**src/rtl/vaf_pkg.sv**
```systemverilog
package vaf_pkg;

  typedef logic [23:0] f24_t;

  typedef enum logic [1:0] {
    FMT_S8  = 2'd0,
    FMT_U8  = 2'd1,
    FMT_S16 = 2'd2,
    FMT_F32 = 2'd3
  } elem_fmt_e;

  typedef enum logic [2:0] {
    ST_IDLE,
    ST_PICK,
    ST_REQ,
    ST_WAIT,
    ST_EMIT
  } fetch_st_e;

  localparam f24_t F24_ZERO = 24'h000000;
  localparam f24_t F24_ONE  = 24'h3F0000;

  // log2 of the element size in bytes
  function automatic logic [1:0] fmt_shift(elem_fmt_e f);
    logic [1:0] s;
    case (f)
      FMT_F32: s = 2'd2;
      FMT_S16: s = 2'd1;
      default: s = 2'd0;
    endcase
    return s;
  endfunction

  // exact conversion of an integer magnitude up to 2^15
  function automatic f24_t int_to_f24(logic sgn, logic [15:0] mag);
    logic [3:0]  msb;
    logic [31:0] norm;
    f24_t        r;
    msb = '0;
    for (int i = 0; i < 16; i++) begin
      if (mag[i]) msb = 4'(i);
    end
    norm = {16'b0, mag} << (5'd16 - {1'b0, msb});
    if (mag == '0) r = F24_ZERO;
    else           r = {sgn, 7'd63 + {3'b0, msb}, norm[15:0]};
    return r;
  endfunction

  // truncating float32 -> float24 with flush and saturation
  function automatic f24_t f32_to_f24(logic [31:0] b);
    logic [7:0] e;
    logic [7:0] e_adj;
    f24_t       r;
    e     = b[30:23];
    e_adj = e - 8'd64;
    if (e <= 8'd64)       r = {b[31], 23'b0};
    else if (e >= 8'd191) r = {b[31], 7'h7F, 16'hFFFF};
    else                  r = {b[31], e_adj[6:0], b[22:7]};
    return r;
  endfunction

endpackage

```
**src/rtl/vaf_addr_gen.sv**
```systemverilog
module vaf_addr_gen
  import vaf_pkg::*;
#(
  parameter int ADDR_W = 32,
  parameter int VTX_W  = 16
) (
  input  logic [ADDR_W-1:0] base,
  input  elem_fmt_e         fmt,
  input  logic [1:0]        cnt_m1,
  input  logic [VTX_W-1:0]  vtx,
  input  logic [1:0]        elem,
  output logic [ADDR_W-1:0] addr
);
  logic [1:0]        sh;
  logic [ADDR_W-1:0] stride;
  logic [ADDR_W-1:0] row_off;
  logic [ADDR_W-1:0] elem_off;

  always_comb begin
    sh       = fmt_shift(fmt);
    stride   = (ADDR_W'(cnt_m1) + ADDR_W'(1)) << sh;
    row_off  = stride * ADDR_W'(vtx);
    elem_off = ADDR_W'(elem) << sh;
    addr     = base + row_off + elem_off;
  end
endmodule

```
**src/rtl/vaf_convert.sv**
```systemverilog
module vaf_convert
  import vaf_pkg::*;
(
  input  elem_fmt_e   fmt,
  input  logic [31:0] raw,
  output f24_t        result
);
  logic [16:0] sval;
  logic [16:0] mag;
  logic        neg;

  always_comb begin
    case (fmt)
      FMT_S8:  sval = {{9{raw[7]}}, raw[7:0]};
      FMT_U8:  sval = {9'b0, raw[7:0]};
      default: sval = {raw[15], raw[15:0]};
    endcase
    neg = sval[16];
    mag = neg ? (~sval + 17'd1) : sval;
    if (fmt == FMT_F32) result = f32_to_f24(raw);
    else                result = int_to_f24(neg, mag[15:0]);
  end
endmodule

```
**src/rtl/vaf_dflt_table.sv**
```systemverilog
module vaf_dflt_table
  import vaf_pkg::*;
#(
  parameter int NUM_ATTR = 16,
  localparam int ATTR_W  = $clog2(NUM_ATTR)
) (
  input  logic              clk,
  input  logic              rst_n,
  input  logic              we,
  input  logic [ATTR_W-1:0] wr_idx,
  input  logic [95:0]       wr_data,
  input  logic [ATTR_W-1:0] rd_idx,
  output logic [95:0]       rd_data
);
  logic [95:0] tbl_q [NUM_ATTR];

  always_ff @(posedge clk) begin
    if (!rst_n) begin
      for (int i = 0; i < NUM_ATTR; i++) tbl_q[i] <= '0;
    end else if (we) begin
      tbl_q[wr_idx] <= wr_data;
    end
  end

  assign rd_data = tbl_q[rd_idx];
endmodule

```
**src/rtl/vtx_attr_fetch.sv**
```systemverilog
module vtx_attr_fetch
  import vaf_pkg::*;
#(
  parameter int ADDR_W    = 32,
  parameter int VTX_W     = 16,
  parameter int NUM_SLOTS = 12,
  parameter int NUM_ATTR  = 16,
  localparam int ATTR_W   = $clog2(NUM_ATTR),
  localparam int MASK_LSB = 4 * NUM_SLOTS,
  localparam int CNT_LSB  = MASK_LSB + NUM_SLOTS,
  localparam int DESC_W   = CNT_LSB + ATTR_W
) (
  input  logic                        clk,
  input  logic                        rst_n,
  input  logic                        start,
  input  logic [VTX_W-1:0]            vertex,
  input  logic [DESC_W-1:0]           layout,
  input  logic [NUM_SLOTS*ADDR_W-1:0] slot_base,
  input  logic                        dflt_we,
  input  logic [ATTR_W-1:0]           dflt_idx,
  input  logic [95:0]                 dflt_data,
  output logic                        rd_valid,
  input  logic                        rd_ready,
  output logic [ADDR_W-1:0]           rd_addr,
  output logic [1:0]                  rd_size,
  input  logic                        rsp_valid,
  input  logic [31:0]                 rsp_data,
  output logic                        out_valid,
  input  logic                        out_ready,
  output logic [ATTR_W-1:0]           out_slot,
  output logic [95:0]                 out_vec,
  output logic                        done
);
  localparam int SLOT_W = $clog2(NUM_SLOTS);

  fetch_st_e          st_q;
  logic [ATTR_W-1:0]  attr_q;
  logic [1:0]         elem_q;
  logic [VTX_W-1:0]   vtx_q;
  f24_t [3:0]         vec_q;
  logic               done_q;

  logic [ADDR_W-1:0]  base_arr [NUM_SLOTS];
  logic               in_range;
  logic [SLOT_W-1:0]  slot_sel;
  elem_fmt_e          cur_fmt;
  logic [1:0]         cur_cnt_m1;
  logic               is_dflt;
  logic               last_attr;
  logic [95:0]        dflt_vec;
  f24_t               conv_val;
  logic [ADDR_W-1:0]  elem_addr;

  for (genvar g = 0; g < NUM_SLOTS; g++) begin : g_base
    assign base_arr[g] = slot_base[g*ADDR_W +: ADDR_W];
  end

  always_comb begin
    in_range   = int'(attr_q) < NUM_SLOTS;
    slot_sel   = in_range ? SLOT_W'(attr_q) : '0;
    cur_fmt    = elem_fmt_e'(layout[4*slot_sel +: 2]);
    cur_cnt_m1 = layout[4*slot_sel + 2 +: 2];
    is_dflt    = !in_range || layout[MASK_LSB + int'(slot_sel)];
    last_attr  = (attr_q == layout[CNT_LSB +: ATTR_W]);
  end

  vaf_addr_gen #(.ADDR_W(ADDR_W), .VTX_W(VTX_W)) u_addr (
    .base   (base_arr[slot_sel]),
    .fmt    (cur_fmt),
    .cnt_m1 (cur_cnt_m1),
    .vtx    (vtx_q),
    .elem   (elem_q),
    .addr   (elem_addr)
  );

  vaf_convert u_conv (
    .fmt    (cur_fmt),
    .raw    (rsp_data),
    .result (conv_val)
  );

  vaf_dflt_table #(.NUM_ATTR(NUM_ATTR)) u_dflt (
    .clk     (clk),
    .rst_n   (rst_n),
    .we      (dflt_we),
    .wr_idx  (dflt_idx),
    .wr_data (dflt_data),
    .rd_idx  (attr_q),
    .rd_data (dflt_vec)
  );

  always_ff @(posedge clk) begin
    if (!rst_n) begin
      st_q   <= ST_IDLE;
      attr_q <= '0;
      elem_q <= '0;
      vtx_q  <= '0;
      vec_q  <= '0;
      done_q <= 1'b0;
    end else begin
      done_q <= 1'b0;
      case (st_q)
        ST_IDLE: begin
          if (start) begin
            vtx_q  <= vertex;
            attr_q <= '0;
            st_q   <= ST_PICK;
          end
        end
        ST_PICK: begin
          elem_q <= '0;
          if (is_dflt) begin
            vec_q <= dflt_vec;
            st_q  <= ST_EMIT;
          end else begin
            vec_q <= {F24_ONE, F24_ZERO, F24_ZERO, F24_ZERO};
            st_q  <= ST_REQ;
          end
        end
        ST_REQ: begin
          if (rd_ready) st_q <= ST_WAIT;
        end
        ST_WAIT: begin
          if (rsp_valid) begin
            vec_q[elem_q] <= conv_val;
            if (elem_q == cur_cnt_m1) begin
              st_q <= ST_EMIT;
            end else begin
              elem_q <= elem_q + 2'd1;
              st_q   <= ST_REQ;
            end
          end
        end
        ST_EMIT: begin
          if (out_ready) begin
            if (last_attr) begin
              done_q <= 1'b1;
              st_q   <= ST_IDLE;
            end else begin
              attr_q <= attr_q + 1'b1;
              st_q   <= ST_PICK;
            end
          end
        end
        default: st_q <= ST_IDLE;
      endcase
    end
  end

  assign rd_valid  = (st_q == ST_REQ);
  assign rd_addr   = elem_addr;
  assign rd_size   = cur_fmt;
  assign out_valid = (st_q == ST_EMIT);
  assign out_slot  = attr_q;
  assign out_vec   = vec_q;
  assign done      = done_q;
endmodule

```
**config.mk**
```make
export PLATFORM = sky130hd
export DESIGN_NAME = vtx_attr_fetch
export DESIGN_NICKNAME = d
export VERILOG_FILES = /design/src/rtl/vaf_pkg.sv /design/src/rtl/vaf_addr_gen.sv /design/src/rtl/vaf_convert.sv /design/src/rtl/vaf_dflt_table.sv /design/src/rtl/vtx_attr_fetch.sv
export SDC_FILE = /design/constraint.sdc
export NUM_CORES = 2
export LEC_CHECK = 0
export ABC_AREA = 1
export BUFFER_PORTS_ARGS = -buffer_cell sky130_fd_sc_hd__buf_2
export CAP_MARGIN = 20
export CORE_ASPECT_RATIO = 0.9
export CORE_UTILIZATION = 55
export CTS_BUF_LIST = sky130_fd_sc_hd__clkbuf_8
export DETAILED_ROUTE_END_ITERATION = 12
export PLACE_DENSITY = 0.75
export SLEW_MARGIN = 20
export SYNTH_ARGS = -nofsm -noshare
export SYNTH_HDL_FRONTEND = slang
export SYNTH_SLANG_ARGS = --single-unit
```
**constraint.sdc**
```tcl
create_clock -name clk -period 15.2 [get_ports clk]
set_input_delay 1.52 -clock clk [delete_from_list [all_inputs] [get_ports clk]]
set_output_delay 1.52 -clock clk [all_outputs]
set_load 0.05 [all_outputs]
```
* Word-level counts from Yosys, hierarchy flattened
Memory sizes are Yosys's and may differ from the RTL's. A register that Yosys moved wholly into a read port is not among the register bits.
Cells that the tools add are included.
** Operators by class
- Add/sub/neg operators :: 11
- Multipliers :: 1
- Magnitude comparators :: 7
- Eq/ne operators :: 15
- Shifts and indexed selects :: 5
- Mux-type cells :: 61
- Bitwise logic cells :: 2
- Reduce and logical (&&, ||, !) cells :: 15
** Operator list (number)
- $mux W96 :: 3
- $pmux W96 S2 :: 1
- $bmux W32 S4 :: 1
- $bwmux W96 :: 1
- $reduce_or A96 Y1 :: 1
- $mux W24 :: 3
- $add A32 B32 Y32 :: 2
- $mux W32 :: 2
- $mux W4 :: 16
- $shiftx A64 B7 Y2 :: 1
- $shiftx A64 B8 Y2 :: 1
- $demux W24 S2 :: 1
- $mux W23 :: 2
- $pmux W17 S2 :: 1
- $mul A32 B16 Y32 :: 1
- $shl A2 B2 Y32 :: 1
- $shl A32 B2 Y32 :: 1
- $mux W3 :: 10
- $add A16 B1 Y16 const B :: 1
- $logic_not A16 Y1 :: 1
- $mux W16 :: 1
- $not A16 Y16 :: 1
- $shl A16 B5 Y16 :: 1
- $pmux W3 S5 :: 1
- 38 further kinds :: 62
** Word-level totals
- Register bits after elaboration :: 122
- Memory bits (writable) :: 1536
- Input port bits :: 603
- Output and inout port bits :: 137
- Logic and storage cells :: 127
- Memories kept :: 1
** Memories
- u_dflt.tbl_q :: depth 16, bits a word 96, rd ports 1, clocked after Yosys merged registers in 1, write ports 16, RTL line vaf_dflt_table.sv:15 : logic [95:0] tbl_q [NUM_ATTR];

* Longest topological paths before layout
- Depth after elaboration :: 31
- Gate-level depth with buffers :: 50
- Mapped depth without buffers :: 47

* Cells and area by module
From an unflattened synthesis, not the netlist that was laid out.
** Second synthesis, totals
- Cells, all modules :: 10885
- Area, all modules :: 89318.2 um^2
** Modules (own cells, without submodules)
- vaf_dflt_table :: instances 1, cells an instance 8115, area an instance 72569.6 um^2, seq. area each 46124.2 um^2
- vtx_attr_fetch :: instances 1, cells an instance 1549, area an instance 9251.4 um^2, seq. area each 2442.3 um^2
- vaf_addr_gen :: instances 1, cells an instance 847, area an instance 5620.4 um^2, seq. area each 0.0 um^2
- vaf_convert :: instances 1, cells an instance 374, area an instance 1876.8 um^2, seq. area each 0.0 um^2

* Worst setup path before layout
No wires, ideal clock.
- Path kind :: input port to output port
- Start point :: input layout[29]
- End point :: output rd_addr[28]
- Arrival :: 8.784 ns
- Data required time :: 13.680 ns
- Slack :: 4.896 ns
- Stages on the path :: 44
- Cell sequence :: nand2_1 > inv_1 > nor2_1 > nand2_1 > nand2_1 > nand2_2 > nand3_4 > buf_6 > nor2_1 > inv_1 > clkbuf_1 > nor2_1 > inv_1 > clkbuf_1 > nor2_1 > fa_1 > inv_1 > fa_1 > [8 not listed] > nand2_1 > o21ai_0 > a21oi_1 > inv_1 > a21oi_1 > o21bai_1 > a21oi_1 > o221ai_1 > a21oi_1 > o21ai_0 > nand3_1 > nand2_1 > inv_1 > o21ai_0 > inv_1 > nor2_1 > nand2_1 > xor2_1
** Between the ends
- Cells in the longest elaborated chain, start to end :: 7
- Elaborated cells on any way between the ends :: 11
- Those cells by class :: add/sub (3); mul (1); eq/ne (2); shift (4); mux (1)
** Ends and longest elaborated chain
- start: declaration :: RTL line vtx_attr_fetch.sv:17 : input logic [DESC_W-1:0] layout,
- $shiftx A64 B7 Y2 :: RTL line vtx_attr_fetch.sv:61 : cur_fmt = elem_fmt_e'(layout[4*slot_sel +: 2]);
- $eq A2 B2 Y1 :: RTL line vaf_pkg.sv:26 : case (f)
- $pmux W2 S2 :: RTL line vaf_pkg.sv:26
- $shl A32 B2 Y32 :: RTL line vaf_addr_gen.sv:21 : stride = (ADDR_W'(cnt_m1) + ADDR_W'(1)) << sh;
- $mul A32 B16 Y32 :: RTL line vaf_addr_gen.sv:22 : row_off = stride * ADDR_W'(vtx);
- $add A32 B32 Y32 :: RTL line vaf_addr_gen.sv:24 : addr = base + row_off + elem_off;
- $add A32 B32 Y32 (*) :: RTL line vaf_addr_gen.sv:24
- end: declaration :: RTL line vtx_attr_fetch.sv:24 : output logic [ADDR_W-1:0] rd_addr,
Every way passes the cells marked *; elsewhere a longest branch is shown, timed or not.

* Final worst setup path
- Start point :: register attr_q[0], in the netlist out_slot[0]
- End point :: output rd_addr[31]
** Between the ends
- Cells in the longest elaborated chain, start to end :: 9
- Elaborated cells on any way between the ends :: 18
- Those cells by class :: add/sub (4); mul (1); order compare (1); eq/ne (2); shift (4); mux (5); bitwise (1)
** Ends and longest elaborated chain
- start: declaration :: RTL line vtx_attr_fetch.sv:37 : logic [ATTR_W-1:0] attr_q;
- start signal: assignment :: RTL line vtx_attr_fetch.sv:140 : attr_q <= attr_q + 1'b1;
- $lt A4 B4 Y1 :: RTL line vtx_attr_fetch.sv:59 : in_range = int'(attr_q) < NUM_SLOTS;
- $mux W4 (*) :: RTL line vtx_attr_fetch.sv:60 : slot_sel = in_range ? SLOT_W'(attr_q) : '0;
- $add A6 B2 Y7 or $shiftx A64 B7 Y2 (tied branches) :: RTL line vtx_attr_fetch.sv:62, vtx_attr_fetch.sv:61
- $shiftx A64 B8 Y2 or $eq A2 B2 Y1 (tied branches) :: RTL line vtx_attr_fetch.sv:62, vaf_pkg.sv:26
- $add A2 B1 Y3 or $pmux W2 S2 (tied branches) :: RTL line vaf_addr_gen.sv:21, vaf_pkg.sv:26
- $shl A32 B2 Y32 :: RTL line vaf_addr_gen.sv:21
- $mul A32 B16 Y32 :: RTL line vaf_addr_gen.sv:22
- $add A32 B32 Y32 :: RTL line vaf_addr_gen.sv:24
- $add A32 B32 Y32 (*) :: RTL line vaf_addr_gen.sv:24
Every way passes the cells marked *; elsewhere a longest branch is shown, timed or not. The select of a mux whose other input is x is not followed.

==> summary.md <==
| Metric | Value |
|---|---|
| Status | completed |
| Final Hold Fails | 0 |
| Yosys top cell area share | 56.5% |
| Gpl congestion | 1.05 |
| Lkg Pwr | 36.7 nW |
| Core Region | 147000 um2 |
| Mux contribution to synthesized area | 0% |
| Endpoints failing setup | 0 |
| Cell repeated most along the worst path | nand2_1 |
| Clock latency on the worst-skew pair | 1.04 ns |
| Final design utilization | 62.3% |
| CTS H-tree lvls | 5 |
| Fin Setup TNS | 0 ns |
| Area growth syn-to-layout | 12.0% |
| DP Cell Count | 10600 |
| Largest stage delay, worst path | 0.74 ns |
| Max-slew violations | 0 |
| Main combinational cell family by area after synthesis | simple AND/OR/NAND/NOR gates |
| Die width | 408 um |
| Via density | 6.49 |
| Asr flop ratio synth | 0% |
| Reg clk slew, reported paths | 0.06 ns |
| Number of synthesized flops with an enable pin | 1536 |
| Worst-Margin Slew | 1.32 ns |
| Root Buffer | clkbuf_8 |
| Most frequent cells after synthesis | 1924 x nor2_1, 1536 x edfxtp_1, 1292 x nand2_1 |
| Met1 WL | 115000 um |
| PD cells | 198 nW/um2 |
| Kind of end point of the critical path | output pin |
| Fill cell count | 12100 |
| RSZ-0062 raised after global routing | false |
| Grt ovf | 0 |
| DR WL met3 | 48800 um |
| DP Wirelength | 200000 um |
| Longest Clk Path Bufs | 4 |
| Largest net degree at the start of global routing | 229 |
| Netlist cell types | 60 |
| Most frequent cell after synthesis | nor2_1 |
| First-pass GRT wire length | 464000 um |
| Main synth FF type | edfxtp_1 |
| Vias in the first global route | 67700 |
| Post-place setup slack | 2.23 ns |
| Die ar. | 150000 um2 |
| Synth Area in XOR/XNOR | 0.466% |
| Wire per inst | 29.6 um |
| DR pass1 iterations | 8 |
| Max rail drop VDD | 0.895 mV |
| Worst min path class | reg2reg |
| Layout cells sized above 1 | 14.3% |
| Worst EP arrival | 12.43 ns |
| Die height | 367 um |
| Post-synthesis simple-gate area fraction | 17.6% |
| Post-CTS sizing | 0 |
| Post-route ant nets | 0 |
| Metal2 WL | 141000 um |
| Most area-hungry cell type in the Yosys netlist | edfxtp_1 |
| CTS tree | built |
| Final Critical Period | 13.95 ns |
| Total CTS buffers | 285 |
| Routed via count | 72100 |
| Relative slew slack | 11.5% |
| Number of hold buffers added after cts | 0 |
| Clock Skew | 0.0561 ns |
| Synth top area cells | edfxtp_1 57%, nor2_1 8.9%, nand2_1 5.9% |
| Port bufs | 739 |
| Synth Area in Adders | 3.61% |
| CP required | 13.68 ns |
| Critical path's slowest cell | inv_1 |
| Max cap viols | 0 |
| Sequential share of the synthesized area | 59.6% |
| DRC | 0 |
| Total Routed Length | 329000 um |
| Initial DRC Count | 11700 |
| Post-Syn Area per Cell | 9.61 um2 |
| #FFs+latches synth | 1662 |
| Compound-gate portion of the synthesized area | 13.6% |
| Largest fanout on the critical path | 97 |
| Fmax | 71.7 MHz |
| Sink Count | 1662 |
| Finished Layout Cells | 11100 |
| Cell row count | 133 |
| Final Cell Area | 91400 um2 |
| Post-CTS setup repair buffer count | 0 |
| Top Metal Used | met5 |
| Global router's overall resource usage | 42.7% |
| NumNets Final | 9729 |
| Cell Area, Synth | 81600 um2 |
| Syn Inst Count | 8493 |
| Crit path kind | reg2out |
| Tcrit/Tclk final | 91.8% |
| Starting density of the core | 55.6% |
| I/O pin count | 740 |
| Total placed instance area | 86400 um2 |
| Critical Path Start Type | flip-flop |
| YS warnings | 0 |
| Min setup slack post-route | 1.25 ns |
| Initial antenna violation count | 32 |
path summary, 6_finish.rpt:
check / startpoint / endpoint / slack [ns] / depth (start not counted)
worst max register to register: out_slot[2] / out_vec[7] / 7.88 / 22
worst max-delay path: out_slot[0] / rd_addr[31] / 1.25 / 43
worst min register to register: out_vec[0] / out_vec[0] / 0.54 / 2
worst min-delay path: out_vec[0] / out_vec[0] / 0.54 / 2
where the power goes:
group	switching [mW]	leakage, nW	total (mW)	internal [mW]
clock	1.80	2.82	3.64	1.84
sequential	0.222	15.7	5.57	5.35
combinational	6.77	18.2	8.91	2.13
registers in the layout, summed over array words and instances, names as in the netlist, named ones only:
register      count
st_q              3
out_vec          96
vtx_q            16
u_dflt.tbl_q   1536
elem_q            2
out_slot          4
done              1
area by class of cell:
class	count	area [um2]	area share (%)
flip-flops and latches	1662	48700	53.2
multi-input cells	5765	29200	32.0
repair buffers	874	4800	5.25
clock buffers	297	4090	4.47
well taps	1957	2450	2.68
inverters	351	1350	1.47
clock inverters	169	766	0.838
diodes	29	72.6	0.0794
metal layers:
layer | global-route usage, % | vias to the layer above
met2 | 62.5 | 5982
met5 | 0 | -
li1 | - | 30500
met4 | 25.9 | 12
met1 | 56.1 | 34600
met3 | 12.5 | 1015
cell usage in the layout (no fill, tap or decap), types with 11 or more instances in the layout:
cell      Yosys  final
ha_1        106    106
conb_1        2     18
nand3_1     288    288
o22ai_1      61     61
a221oi_1    302    302
a21oi_1     897    893
a311oi_1     28     28
buf_2        12    738
clkinv_2      1     13
nand2_1    1292   1258
edfxtp_1   1536   1536
nand2_2       9     11
a32oi_1      28     28
clkbuf_8      0    298
clkinv_1      5     53
nor4_1       15     15
o21ai_0     442    436
fa_1         81     81
nor2_1     1924   1918
a31oi_1      29     29
inv_1       337    430
dfxtp_1     126    121
diode_2       0     29
xor2_1       29     29
buf_4         2    126
nor3_1       90     85
o221ai_1     36     36
nand2_4       5     36
metrics by stage:
step                hold WS [ns]  total power, mW
finish                     0.538             18.1
global route               0.567             18.8
global placement           0.518             14.2
floorplan                  0.490             11.5
CTS                        0.544             17.9
detailed placement         0.526             14.3
worst max-delay path: cells and delay by family, from the launching register on:
family,cells,cell delay [ns]
AOI/OAI and AO/OA,6,1.80
adders and majority gates,7,2.93
and+or+nand+nor,22,3.61
DFF,1,0.71
buffers and inverters,7,2.07
xor gates and xnor gates,1,0.19
cell families after synthesis:
group | count (synthesis)
DFF | 1662
other | 2
buffers and inverters | 1082
AOI/OAI and AO/OA | 1869
xor gates and xnor gates | 40
adders and majority gates | 187
and+or+nand+nor | 3651
Note: power is estimated with default switching activity, not from simulation.
